**src/rtl/intc_pkg.sv**
```systemverilog
package intc_pkg;
  localparam logic [7:0] OFF_ENABLE = 8'h00;
  localparam logic [7:0] OFF_RAW    = 8'h04;
  localparam logic [7:0] OFF_STAT   = 8'h08;
  localparam logic [7:0] OFF_POL    = 8'h0C;
  localparam logic [7:0] OFF_TYPE   = 8'h10;
  localparam logic [7:0] OFF_ROUTE  = 8'h14;

  typedef enum logic [2:0] {
    SEL_ENABLE,
    SEL_RAW,
    SEL_STAT,
    SEL_POL,
    SEL_TYPE,
    SEL_ROUTE,
    SEL_NONE
  } reg_sel_e;

  function automatic reg_sel_e decode_addr(input logic [7:0] a);
    case (a)
      OFF_ENABLE: return SEL_ENABLE;
      OFF_RAW:    return SEL_RAW;
      OFF_STAT:   return SEL_STAT;
      OFF_POL:    return SEL_POL;
      OFF_TYPE:   return SEL_TYPE;
      OFF_ROUTE:  return SEL_ROUTE;
      default:    return SEL_NONE;
    endcase
  endfunction
endpackage

```
**src/rtl/intc_sync.sv**
```systemverilog
module intc_sync #(
  parameter int N_SRC  = 32,
  parameter int STAGES = 2
) (
  input  logic             clk,
  input  logic             rst_n,
  input  logic [N_SRC-1:0] async_i,
  output logic [N_SRC-1:0] sync_o,
  output logic [N_SRC-1:0] prev_o
);
  // stage 0 samples the pin, stage STAGES-1 is the synchronized value,
  // stage STAGES holds the previous synchronized value for edge detection
  localparam int DEPTH = STAGES + 1;

  logic [N_SRC-1:0] pipe [DEPTH];

  genvar g;
  generate
    for (g = 0; g < DEPTH; g++) begin : g_stage
      always_ff @(posedge clk or negedge rst_n) begin
        if (!rst_n) begin
          pipe[g] <= '0;
        end else if (g == 0) begin
          pipe[g] <= async_i;
        end else begin
          pipe[g] <= pipe[(g == 0) ? 0 : g - 1];
        end
      end
    end
  endgenerate

  assign sync_o = pipe[STAGES-1];
  assign prev_o = pipe[STAGES];
endmodule

```
**src/rtl/intc_detect.sv**
```systemverilog
module intc_detect #(
  parameter int N_SRC = 32
) (
  input  logic             clk,
  input  logic             rst_n,
  input  logic [N_SRC-1:0] sync_i,
  input  logic [N_SRC-1:0] prev_i,
  input  logic [N_SRC-1:0] pol_i,
  input  logic [N_SRC-1:0] edge_mode_i,
  input  logic [N_SRC-1:0] clr_i,
  output logic [N_SRC-1:0] evt_o,
  output logic [N_SRC-1:0] raw_o
);
  logic [N_SRC-1:0] latch_q;

  genvar i;
  generate
    for (i = 0; i < N_SRC; i++) begin : g_src
      logic act_now;
      logic act_old;

      // polarity-adjusted views of the current and previous samples
      assign act_now  = pol_i[i] ? sync_i[i] : ~sync_i[i];
      assign act_old  = pol_i[i] ? prev_i[i] : ~prev_i[i];
      assign evt_o[i] = act_now & ~act_old;

      // a fresh event takes precedence over a clearing write
      always_ff @(posedge clk or negedge rst_n) begin
        if (!rst_n) begin
          latch_q[i] <= 1'b0;
        end else begin
          latch_q[i] <= edge_mode_i[i] & (evt_o[i] | (latch_q[i] & ~clr_i[i]));
        end
      end

      assign raw_o[i] = edge_mode_i[i] ? latch_q[i] : act_now;
    end
  endgenerate
endmodule

```
**src/rtl/intc_regs.sv**
```systemverilog
module intc_regs
  import intc_pkg::*;
#(
  parameter int N_SRC  = 32,
  parameter int DATA_W = 32,
  parameter int ADDR_W = 8
) (
  input  logic              clk,
  input  logic              rst_n,
  input  logic              bus_sel,
  input  logic              bus_wr,
  input  logic [ADDR_W-1:0] bus_addr,
  input  logic [DATA_W-1:0] bus_wdata,
  output logic [DATA_W-1:0] bus_rdata,
  input  logic [N_SRC-1:0]  raw_i,
  output logic [N_SRC-1:0]  enable_o,
  output logic [N_SRC-1:0]  pol_o,
  output logic [N_SRC-1:0]  edge_mode_o,
  output logic [N_SRC-1:0]  route_o,
  output logic [N_SRC-1:0]  clr_o,
  output logic [N_SRC-1:0]  stat_o
);
  reg_sel_e         sel;
  logic             wr_en;
  logic             rd_en;
  logic [N_SRC-1:0] wbits;
  logic [N_SRC-1:0] rbits;
  logic [DATA_W-1:0] rword;

  assign sel   = decode_addr(8'(bus_addr));
  assign wr_en = bus_sel & bus_wr;
  assign rd_en = bus_sel & ~bus_wr;
  assign wbits = bus_wdata[N_SRC-1:0];

  assign stat_o = raw_i & enable_o;
  assign clr_o  = (wr_en && sel == SEL_RAW) ? wbits : '0;

  always_ff @(posedge clk or negedge rst_n) begin
    if (!rst_n) begin
      enable_o    <= '0;
      pol_o       <= '0;
      edge_mode_o <= '0;
      route_o     <= '0;
    end else if (wr_en) begin
      case (sel)
        SEL_ENABLE: enable_o    <= wbits;
        SEL_POL:    pol_o       <= wbits;
        SEL_TYPE:   edge_mode_o <= wbits;
        SEL_ROUTE:  route_o     <= wbits;
        default:    ;
      endcase
    end
  end

  always_comb begin
    case (sel)
      SEL_ENABLE: rbits = enable_o;
      SEL_RAW:    rbits = raw_i;
      SEL_STAT:   rbits = stat_o;
      SEL_POL:    rbits = pol_o;
      SEL_TYPE:   rbits = edge_mode_o;
      SEL_ROUTE:  rbits = route_o;
      default:    rbits = '0;
    endcase
    rword = '0;
    rword[N_SRC-1:0] = rbits;
  end

  always_ff @(posedge clk or negedge rst_n) begin
    if (!rst_n) begin
      bus_rdata <= '0;
    end else if (rd_en) begin
      bus_rdata <= rword;
    end
  end
endmodule

```
**src/rtl/intc_ctrl.sv**
```systemverilog
module intc_ctrl #(
  parameter int N_SRC  = 32,
  parameter int DATA_W = 32,
  parameter int ADDR_W = 8,
  parameter int SYNC_STAGES = 2
) (
  input  logic              clk,
  input  logic              rst_n,
  input  logic [N_SRC-1:0]  src_in,
  input  logic              bus_sel,
  input  logic              bus_wr,
  input  logic [ADDR_W-1:0] bus_addr,
  input  logic [DATA_W-1:0] bus_wdata,
  output logic [DATA_W-1:0] bus_rdata,
  output logic              irq_out,
  output logic              fiq_out
);
  logic [N_SRC-1:0] sync_w;
  logic [N_SRC-1:0] prev_w;
  logic [N_SRC-1:0] evt_w;
  logic [N_SRC-1:0] raw_w;
  logic [N_SRC-1:0] enable_w;
  logic [N_SRC-1:0] pol_w;
  logic [N_SRC-1:0] type_w;
  logic [N_SRC-1:0] route_w;
  logic [N_SRC-1:0] clr_w;
  logic [N_SRC-1:0] stat_w;

  intc_sync #(.N_SRC(N_SRC), .STAGES(SYNC_STAGES)) u_sync (
    .clk     (clk),
    .rst_n   (rst_n),
    .async_i (src_in),
    .sync_o  (sync_w),
    .prev_o  (prev_w)
  );

  intc_detect #(.N_SRC(N_SRC)) u_detect (
    .clk         (clk),
    .rst_n       (rst_n),
    .sync_i      (sync_w),
    .prev_i      (prev_w),
    .pol_i       (pol_w),
    .edge_mode_i (type_w),
    .clr_i       (clr_w),
    .evt_o       (evt_w),
    .raw_o       (raw_w)
  );

  intc_regs #(.N_SRC(N_SRC), .DATA_W(DATA_W), .ADDR_W(ADDR_W)) u_regs (
    .clk         (clk),
    .rst_n       (rst_n),
    .bus_sel     (bus_sel),
    .bus_wr      (bus_wr),
    .bus_addr    (bus_addr),
    .bus_wdata   (bus_wdata),
    .bus_rdata   (bus_rdata),
    .raw_i       (raw_w),
    .enable_o    (enable_w),
    .pol_o       (pol_w),
    .edge_mode_o (type_w),
    .route_o     (route_w),
    .clr_o       (clr_w),
    .stat_o      (stat_w)
  );

  always_ff @(posedge clk or negedge rst_n) begin
    if (!rst_n) begin
      irq_out <= 1'b0;
      fiq_out <= 1'b0;
    end else begin
      irq_out <= |(stat_w & ~route_w);
      fiq_out <= |(stat_w & route_w);
    end
  end
endmodule

```
**config.mk**
```make
export PLATFORM = sky130hd
export DESIGN_NAME = intc_ctrl
export DESIGN_NICKNAME = d
export VERILOG_FILES = /design/src/rtl/intc_pkg.sv /design/src/rtl/intc_sync.sv /design/src/rtl/intc_detect.sv /design/src/rtl/intc_regs.sv /design/src/rtl/intc_ctrl.sv
export SDC_FILE = /design/constraint.sdc
export NUM_CORES = 1
export LEC_CHECK = 0
export ABC_AREA = 1
export BUFFER_PORTS_ARGS = -buffer_cell sky130_fd_sc_hd__buf_2
export CORE_MARGIN = 10
export CORE_UTILIZATION = 55
export CTS_CLUSTER_DIAMETER = 200
export CTS_CLUSTER_SIZE = 25
export DETAILED_ROUTE_END_ITERATION = 16
export MAX_ROUTING_LAYER = met4
export PLACE_DENSITY = 0.85
export SYNTH_ARGS = -nofsm -noshare
export SYNTH_HDL_FRONTEND = slang
export SYNTH_SLANG_ARGS = --single-unit
```
**constraint.sdc**
```tcl
create_clock -name clk -period 1.5 [get_ports clk]
set_input_delay 0.075 -clock clk [delete_from_list [all_inputs] [get_ports clk]]
set_output_delay 0.075 -clock clk [all_outputs]
set_load 0.01 [all_outputs]
```
### After elaboration in Yosys (flattened, before gate mapping)

Index checks and enable logic that the tools add are counted.
W data, S select, Z words.

| cells by class | value |
|---|---|
| bitwise gates (word level) | 263 |
| reduce and logical (&&, ||, !) cells | 9 |
| eq/ne operators | 10 |
| multiplexer cells | 99 |

Operators with widths:

| operator | number |
|---|---|
| $pmux W32 S6 | 1 |
| $not A1 Y1 | 129 |
| $and A1 B1 Y1 | 98 |
| $and A32 B32 Y32 | 3 |
| $mux W1 | 96 |
| $reduce_or A32 Y1 | 2 |
| $mux W32 | 1 |
| $not A32 Y32 | 1 |
| $or A1 B1 Y1 | 32 |
| $pmux W3 S6 | 1 |
| $eq A8 B4 Y1 const B | 2 |
| $eq A8 B5 Y1 const B | 2 |
| $eq A8 B3 Y1 const B | 1 |
| $logic_not A8 Y1 | 1 |
| $reduce_and A2 Y1 | 4 |
| $eq A3 B2 Y1 const B | 2 |
| $eq A3 B3 Y1 const B | 2 |
| $eq A3 B1 Y1 const B | 1 |
| $logic_not A3 Y1 | 1 |
| $logic_and A1 B1 Y1 | 1 |

| storage, ports and cells | value |
|---|---|
| register bits | 290 |
| word-level logic and storage cells | 423 |

### Longest topological paths before layout

Gate-level depths: netlist of the first run.

| logic depth | value |
|---|---|
| word-level depth | 9 |
| mapped depth | 17 |
| mapped depth without buffers | 14 |

### Hierarchy

Synthesis of the first run repeated with hierarchy kept, for this count alone.

| second synthesis, totals | value |
|---|---|
| cell total of the unflattened synthesis | 1923 |
| area total of the unflattened synthesis | 14670.3 µm² |

By module, submodules not included:

| module | area an instance (µm²) | cells each | times used |
|---|---|---|---|
| intc_regs | 8389.3 | 1126 | 1 |
| intc_sync | 2882.8 | 160 | 1 |
| intc_detect | 2762.6 | 480 | 1 |
| intc_ctrl | 635.6 | 157 | 1 |

### Worst setup path before layout of the first run

OpenSTA, ideal clock, no wires.

| timing path | value |
|---|---|
| path kind | input to register |
| start | in bus_addr[7] |
| end | reg u_regs.edge_mode_o[17] |
| data arrival time | 2.144 ns |
| setup slack | -0.764 ns |
| stages on the path | 15 |
| cell sequence | nor2_2 > nand3_1 > nor2_4 > buf_4 > buf_2 > inv_1 > ha_1 > nand2_2 > nand3_4 > nor2_4 > buf_6 > nand3_4 > buf_4 > nand2_1 > o21ai_2 |

| between the ends | value |
|---|---|
| longest elaborated chain between the ends | 4 |
| elaborated cells on any way between the ends | 9 |

Ends and longest elaborated chain:

| element | RTL line | source |
|---|---|---|
| from (decl) | intc_ctrl.sv:12 | `input logic [ADDR_W-1:0] bus_addr,` |
| $eq A8 B5 Y1 (tied with other cells) | intc_pkg.sv:20 | `case (a)` |
| $pmux W3 S6 * | intc_pkg.sv:20 |  |
| $eq A3 B3 Y1 * | intc_regs.sv:45 | `case (sel)` |
| $reduce_and A2 Y1 (no source line) * | -- |  |
| to (signal assigned) | intc_regs.sv:48 | `SEL_TYPE: edge_mode_o <= wbits;` |
| to (decl) | intc_regs.sv:18 | `output logic [N_SRC-1:0] edge_mode_o,` |

Mark *: on every way between the ends. The rest lies on a longest branch, timed or not.
A chain may end at the register's enable or synchronous reset.

### Worst setup path after layout of the first run

| timing path | value |
|---|---|
| start | reg u_regs.edge_mode_o[10] |
| end | reg irq_out |

| between the ends | value |
|---|---|
| longest elaborated chain between the ends | 4 |

Ends and longest elaborated chain:

| element | RTL line | source |
|---|---|---|
| $mux W1 | intc_detect.sv:36 | `assign raw_o[i] = edge_mode_i[i] ? latch_q[i] : act_now;` |
| $and A32 B32 Y32 | intc_regs.sv:35 | `assign stat_o = raw_i & enable_o;` |
| $and A32 B32 Y32 | intc_ctrl.sv:71 | `irq_out <= \|(stat_w & ~route_w);` |
| $reduce_or A32 Y1 | intc_ctrl.sv:71 |  |
| to (signal assigned) | intc_ctrl.sv:71 |  |
| to (decl) | intc_ctrl.sv:15 | `output logic irq_out,` |

No other way between the ends.

==> results of run 1 <==
## worst max-delay path, stage by stage, from the launching register on
cell,delay (ns)
sky130_fd_sc_hd__dfrtp_1,0.40
sky130_fd_sc_hd__inv_1,0.11
sky130_fd_sc_hd__nand3_1,0.10
sky130_fd_sc_hd__o21ai_2,0.12
sky130_fd_sc_hd__nor3_1,0.12
sky130_fd_sc_hd__nor3_1,0.36
sky130_fd_sc_hd__nand2_2,0.15
sky130_fd_sc_hd__nor2_4,0.22
sky130_fd_sc_hd__nand2_1,0.15
## cells by family after synthesis
logic type | synth area share (%)
adders and majority gates | 0.0931
and+or+nand+nor | 27.7
buffers and inverters | 7.60
DFF | 54.0
AOI/OAI and AO/OA | 10.6
## placed cells by master, fill, tap and decap left out, types with 45 or more instances in the layout
| master | instances |
|---|---|
| sky130_fd_sc_hd__dfrtp_1 | 289 |
| sky130_fd_sc_hd__dlygate4sd3_1 | 65 |
| sky130_fd_sc_hd__buf_4 | 132 |
| sky130_fd_sc_hd__buf_2 | 106 |
| sky130_fd_sc_hd__nand2_2 | 55 |
| sky130_fd_sc_hd__nand3_1 | 134 |
| sky130_fd_sc_hd__nand2_1 | 414 |
| sky130_fd_sc_hd__o21ai_2 | 65 |
| sky130_fd_sc_hd__nor2_1 | 102 |
| sky130_fd_sc_hd__inv_1 | 159 |
| sky130_fd_sc_hd__o21ai_0 | 92 |
| sky130_fd_sc_hd__o21ai_1 | 45 |
## registers in the layout (all words and copies together), names as in the netlist, 32 cells and up
name	flops
u_regs.pol_o	32
u_regs.bus_rdata	32
u_sync.prev_o	32
u_detect.latch_q	32
u_sync.sync_o	32
u_regs.edge_mode_o	32
u_regs.route_o	32
u_regs.enable_o	32
u_sync.pipe	32
## area by class of cell
class                           instances  area (um^2)
Tap cell                              324          405
Fill cell                            1459         6200
Antenna cell                            2         5.00
Timing Repair Buffer                  368         3330
Multi-Input combinational cell       1109         5890
Clock buffer                           15          375
Sequential cell                       290         7260
Inverter                              188          706
Clock inverter                          1         11.3
## timing repair
item	4_1_cts	5_1_grt
setup endpoints to repair	6	64
gates cloned	1	10
buffers inserted	4	37
pin swaps	8	69
endpoints found under the hold margin	457	0
hold buffers	65	0
gates resized for setup	16	268
## worst min path at each step
| stage | cells past startpoint | to | start | slack, ns |
|---|---|---|---|---|
| floorplan | 0 | fiq_out | rst_n | -0.22 |
| global route | 2 | u_sync.prev_o[3] | rst_n | 0.15 |
| global placement | 1 | u_sync.pipe[69] | rst_n | 0.05 |
| CTS | 2 | u_regs.bus_rdata[6] | rst_n | 0.11 |
| detailed placement | 1 | u_sync.pipe[69] | rst_n | 0.05 |
| finish | 2 | u_sync.pipe[71] | rst_n | 0.09 |
## metrics by stage
stage	hold WS (ns)	setup slack, ns	instance area [um^2]	setup TNS (ns)
finish	0.0915	-0.369	18000	-4.61
global placement	0.0505	-0.448	15600	-60.15
floorplan	-0.221	-0.585	13600	-76.49
detailed placement	0.0524	-0.516	15600	-73.08
CTS	0.112	-0.102	16700	-0.202
global route	0.146	-0.431	18000	-13.96
## layer usage
layer | global-route usage [%] | vias up | share of wire (%)
met2 | 40.0 | 956 | 46
li1 | - | 5884 | -
met5 | - | - | 0
met3 | 3.67 | 309 | 11
met1 | 29.7 | 6303 | 36
met4 | 9.78 | 0 | 6.7
## where the power goes
group | internal, mW | switching, mW
clock | 1.83 | 2.57
sequential | 7.95 | 0.0807
combinational | 0.373 | 0.514
==> impl_table.tex, run 1 <==
\begin{tabular}{lr}
\hline
Metric & Value \\
\hline
\multicolumn{2}{l}{\textbf{Worst setup path}} \\
Required @ worst endpoint & 1.87 ns \\
Worst reg2reg path depth & 8 \\
Worst setup path startpoint & u\_regs.edge\_mode\_o[10] \\
Startpoint type of the worst setup path & register \\
Type of element capturing the critical path & register \\
R2R Path Start & u\_regs.edge\_mode\_o[10] \\
Data arrival at the endpoint of the critical path & 2.23 ns \\
Reg2reg end & irq\_out \\
End point of the critical path & irq\_out \\
Type of the setup path with the least slack & register to register \\
Setup slack on the worst flop-to-flop path & -0.37 ns \\
CP Max Fanout & 3 \\
\multicolumn{2}{l}{\textbf{Power}} \\
Lkg Pwr & 8.78 nW \\
Maximum resistive drop on vdd & 858 uV \\
PwrDens & 740 nW/um\^{}2 \\
Power, Total & 13.3 mW \\
\multicolumn{2}{l}{\textbf{Worst hold path}} \\
Worst Hold Class & input port to asynchronous set/reset pin \\
\multicolumn{2}{l}{\textbf{Finish}} \\
Synth-to-layout area growth & 33.9\% \\
Nets & 2049 \\
Layout Cells excl Fill & 2297 \\
Final core area utilization & 74.4\% \\
Fraction of final layout cells with drive strength greater than 1 & 30.7\% \\
\multicolumn{2}{l}{\textbf{Place}} \\
Number of placed cells counting well taps & 2164 \\
Hpwl dp & 25.2 mm \\
Final Wtd Congestion & 0.911 \\
Count of port buffers added during placement & 109 \\
\multicolumn{2}{l}{\textbf{Synthesis}} \\
Synthesized netlist cell count & 1643 \\
Syn. warnings & 0 \\
Cell type with the largest total area after synthesis & sky130\_fd\_sc\_hd\_\_dfrtp\_1 \\
Cell area after synthesis & 13400 um\^{}2 \\
Leading cell types by total area after synthesis & sky130\_fd\_sc\_hd\_\_dfrtp\_1 (54\%), sky130\_fd\_sc\_hd\_\_nand2\_1 (13\%), sky130\_fd\_sc\_hd\_\_nand3\_1 (5.8\%) \\
Most common flop cell mapped by yosys & sky130\_fd\_sc\_hd\_\_dfrtp\_1 \\
Post-Synthesis Net Count & 1720 \\
Most frequent cells after synthesis & sky130\_fd\_sc\_hd\_\_nand2\_1 (480), sky130\_fd\_sc\_hd\_\_dfrtp\_1 (290), sky130\_fd\_sc\_hd\_\_inv\_1 (185), sky130\_fd\_sc\_hd\_\_nand3\_1 (156), sky130\_fd\_sc\_hd\_\_o21ai\_0 (140) \\
Share of Yosys cell area claimed by the top area cell type & 54.0\% \\
Dominant cell by count in the synthesized netlist & sky130\_fd\_sc\_hd\_\_nand2\_1 \\
Count of flip-flops with a built-in enable after synthesis & 0 \\
Proportion of synthesized chip area in sequential cells & 54.0\% \\
Count of cell types in the netlist & 32 \\
Post-Synthesis Mean Instance Area & 8.18 um\^{}2 \\
Synth async-reset ratio & 100\% \\
Number of register bits inferred by synthesis & 290 \\
\multicolumn{2}{l}{\textbf{GRT}} \\
Number of antenna violations at the first check in global routing & 1 \\
Vias in the first global route & 12400 \\
Aggregate global-route resource usage & 24.4\% \\
Maximum number of pins on one net before global-route repair & 54 \\
Overall overflow remaining after global route & 0 \\
Wire length of the first global-routing pass & 60.7 mm \\
\multicolumn{2}{l}{\textbf{Detailed routing}} \\
Number of detailed-routing iterations run before antenna repair & 7 \\
DRT Wirelength & 44.5 mm \\
Count of unresolved DRC violations after routing & 0 \\
DRC violation total after the first TritonRoute iteration & 1799 \\
Vias per cell & 5.86 \\
Total via count after detailed routing & 13500 \\
Count of nets left with antenna violations after detail routing & 0 \\
WL/cell & 19.4 um \\
\multicolumn{2}{l}{\textbf{Clock network}} \\
CTS tree & done \\
Clock insertion delay at the later pin of the skew report & 0.52 ns \\
Number of levels the H-tree was split into & 1 \\
Root buffer cell & sky130\_fd\_sc\_hd\_\_clkbuf\_16 \\
Number of clock buffers inserted by TritonCTS & 15 \\
Number of clock sinks & 290 \\
Clock buffer depth & 3 \\
Clock-pin transition on the worst setup and hold timing paths & 0.10 ns \\
\multicolumn{2}{l}{\textbf{Outcome}} \\
Violated checks & setup timing \\
Result of the run & finished with violations \\
\multicolumn{2}{l}{\textbf{Timing}} \\
Min setup slack post-route & -0.369 ns \\
Fin. Hold Viols & 0 \\
Top achievable clock speed & 535 MHz \\
Setup repair after global routing missed its margin & yes \\
Clock Skews & 0.0246 ns \\
Transition time of the tightest slew-check pin & 0.515 ns \\
Clock period minus worst slack & 1.87 ns \\
Total count of max-transition violations in the final report & 0 \\
Relative slew slack & 65.7\% \\
Setup Viol. Count Final & 84 \\
Final worst-path cycle share & 125\% \\
\multicolumn{2}{l}{\textbf{Die}} \\
Starting Density & 55.6\% \\
Die outline width & 176 um \\
Die Y & 176 um \\
Boundary Pins & 110 \\
Standard-cell row count & 57 \\
Core box area & 24200 um\^{}2 \\
Area enclosed by the die boundary & 31100 um\^{}2 \\
\multicolumn{2}{l}{\textbf{Job}} \\
Max cap viols & 0 \\
\hline
\end{tabular}
Note: power is estimated with default switching activity, not from simulation.
==> inputs of run 2 (changes only) <==
CTS_BUF_LIST = sky130_fd_sc_hd__clkbuf_2   (was unset)
==> run 2 against run 1 <==
Compared with the run above: the flow still finishes with violations (setup timing); critical path depth up 3; critical endpoint unchanged; clock power fell by 40%; first-iteration DRC count down 3.9%; final area shrank 0.83%; clock skew is 0.067 ns higher.
==> impl_table.tex, run 2 (same netlist as run 1, synthesis figures left out) <==
\begin{tabular}{lr}
\hline
Metric & Value \\
\hline
\multicolumn{2}{l}{\textbf{Finish}} \\
Fraction of final layout cells with drive strength greater than 1 & 23.9\% \\
Nets & 2124 \\
Final core area utilization & 73.8\% \\
Synth-to-layout area growth & 32.8\% \\
Commonest cells after routing, fill and taps aside & sky130\_fd\_sc\_hd\_\_nand2\_1 (463), sky130\_fd\_sc\_hd\_\_dfrtp\_1 (290), sky130\_fd\_sc\_hd\_\_inv\_1 (170) \\
Layout Cells excl Fill & 2373 \\
Design Area, Final & 17800 um\^{}2 \\
Most frequent standard cell in the layout excluding fill and tap cells & sky130\_fd\_sc\_hd\_\_nand2\_1 \\
\multicolumn{2}{l}{\textbf{Worst setup path}} \\
R2R Path Start & u\_regs.pol\_o[6] \\
Data arrival at the endpoint of the critical path & 2.68 ns \\
Type of the setup path with the least slack & register to register \\
Setup slack on the worst flop-to-flop path & -0.36 ns \\
Worst reg2reg path depth & 11 \\
Type of element capturing the critical path & register \\
Startpoint type of the worst setup path & register \\
Reg2reg end & irq\_out \\
Required @ worst endpoint & 2.32 ns \\
CP Max Fanout & 4 \\
\multicolumn{2}{l}{\textbf{Worst hold path}} \\
Number of cells on the worst hold path & 12 \\
Worst hold endpoint & u\_regs.bus\_rdata[14] \\
Beginning of the worst hold path & bus\_addr[6] \\
Worst Hold Class & input port to register \\
\multicolumn{2}{l}{\textbf{Die}} \\
Die outline width & 176 um \\
Area enclosed by the die boundary & 31100 um\^{}2 \\
Standard-cell row count & 57 \\
Die Y & 176 um \\
Starting Density & 55.6\% \\
Boundary Pins & 110 \\
Core box area & 24200 um\^{}2 \\
\multicolumn{2}{l}{\textbf{Timing}} \\
Fin. Hold Viols & 0 \\
Clock period minus worst slack & 1.86 ns \\
Relative slew slack & 66.2\% \\
Final-layout worst hold slack & 0.0258 ns \\
Total count of max-transition violations in the final report & 0 \\
Setup Viol. Count Final & 39 \\
Setup repair after global routing missed its margin & yes \\
Total negative slack & -4.70 ns \\
Final worst-path cycle share & 124\% \\
Transition time of the tightest slew-check pin & 0.507 ns \\
Top achievable clock speed & 537 MHz \\
Min setup slack post-route & -0.361 ns \\
Clock Skews & 0.0917 ns \\
\multicolumn{2}{l}{\textbf{Detailed routing}} \\
DRC violation total after the first TritonRoute iteration & 1728 \\
Vias per cell & 5.63 \\
DRT Wirelength & 42.4 mm \\
Number of detailed-routing iterations run before antenna repair & 8 \\
WL/cell & 17.8 um \\
Count of nets left with antenna violations after detail routing & 0 \\
Count of unresolved DRC violations after routing & 0 \\
Total via count after detailed routing & 13400 \\
\multicolumn{2}{l}{\textbf{GRT}} \\
Aggregate global-route resource usage & 25.3\% \\
Maximum number of pins on one net before global-route repair & 54 \\
Overall overflow remaining after global route & 0 \\
Wire length of the first global-routing pass & 63.4 mm \\
Number of antenna violations at the first check in global routing & 2 \\
Vias in the first global route & 13000 \\
\multicolumn{2}{l}{\textbf{Clock network}} \\
Number of clock sinks & 290 \\
Clock-pin transition on the worst setup and hold timing paths & 0.49 ns \\
Root buffer cell & sky130\_fd\_sc\_hd\_\_clkbuf\_2 \\
Number of levels the H-tree was split into & 1 \\
Clock insertion delay at the later pin of the skew report & 0.94 ns \\
CTS tree & done \\
Number of clock buffers inserted by TritonCTS & 15 \\
Clock buffer depth & 3 \\
\multicolumn{2}{l}{\textbf{Power}} \\
PwrDens & 657 nW/um\^{}2 \\
Lkg Pwr & 8.83 nW \\
Power, Total & 11.7 mW \\
Maximum resistive drop on vdd & 649 uV \\
\multicolumn{2}{l}{\textbf{Place}} \\
Final Wtd Congestion & 0.911 \\
Pre-CTS worst setup slack & -0.516 ns \\
Number of placed cells counting well taps & 2164 \\
Total placed instance area & 15600 um\^{}2 \\
Count of port buffers added during placement & 109 \\
Hpwl dp & 25.2 mm \\
\multicolumn{2}{l}{\textbf{Outcome}} \\
Violated checks & setup timing \\
Result of the run & finished with violations \\
\multicolumn{2}{l}{\textbf{Job}} \\
Max cap viols & 0 \\
\hline
\end{tabular}
run 2: worst max-delay path by stage:
stage	startpoint	to	slack, ns	depth (start not counted)
floorplan	bus_addr[6]	u_regs.edge_mode_o[20]	-0.59	15
global placement	bus_addr[6]	u_regs.bus_rdata[1]	-0.45	11
detailed placement	bus_addr[6]	u_regs.bus_rdata[22]	-0.52	17
CTS	u_regs.bus_rdata[6]	bus_rdata[6]	-0.19	1
global route	u_regs.pol_o[6]	irq_out	-0.34	11
finish	u_regs.pol_o[6]	irq_out	-0.36	11
run 2: power by group:
part	internal [mW]	switching, mW
clock network	0.281	2.38
logic	0.461	0.517
registers	8.00	0.0777
run 2: area by class of cell:
class,instances,area [um^2]
antenna,3,7.51
clock buffer,15,75.1
clock inverter,1,11.3
fill,1553,6350
inverter,188,706
multi-input combinational,1109,5410
sequential,290,7260
tap,324,405
timing repair buffer,443,3960
run 2: routing by layer:
layer	GRT usage [%]	wire length [um]	up-vias
met2	41.8	20300	836
met1	30.4	15700	6261
met3	3.93	4070	236
met4	11.1	2270	0
li1	-	-	6022
met5	-	0	-
run 2: repair_timing:
| action | CTS | global route |
|---|---|---|
| setup endpoints to repair | 37 | 80 |
| cloned | 0 | 4 |
| setup buffers | 14 | 34 |
| gates resized for setup | 13 | 98 |
| hold buffers | 153 | 2 |
| hold endpoints to repair | 514 | 2 |
| pin swaps | 7 | 38 |
run 2: worst max-delay path: stages (launching register included):
cell and delay [ns]:
sky130_fd_sc_hd__dfrtp_1 0.54, sky130_fd_sc_hd__inv_1 0.12, sky130_fd_sc_hd__nand2_1 0.09, sky130_fd_sc_hd__nand3_1 0.06, sky130_fd_sc_hd__o21ai_0 0.11, sky130_fd_sc_hd__nor2_1 0.11
sky130_fd_sc_hd__nand2_1 0.08, sky130_fd_sc_hd__o31ai_1 0.06, sky130_fd_sc_hd__nor2_1 0.21, sky130_fd_sc_hd__nand2_1 0.16, sky130_fd_sc_hd__nor2_4 0.15, sky130_fd_sc_hd__nand2_1 0.07
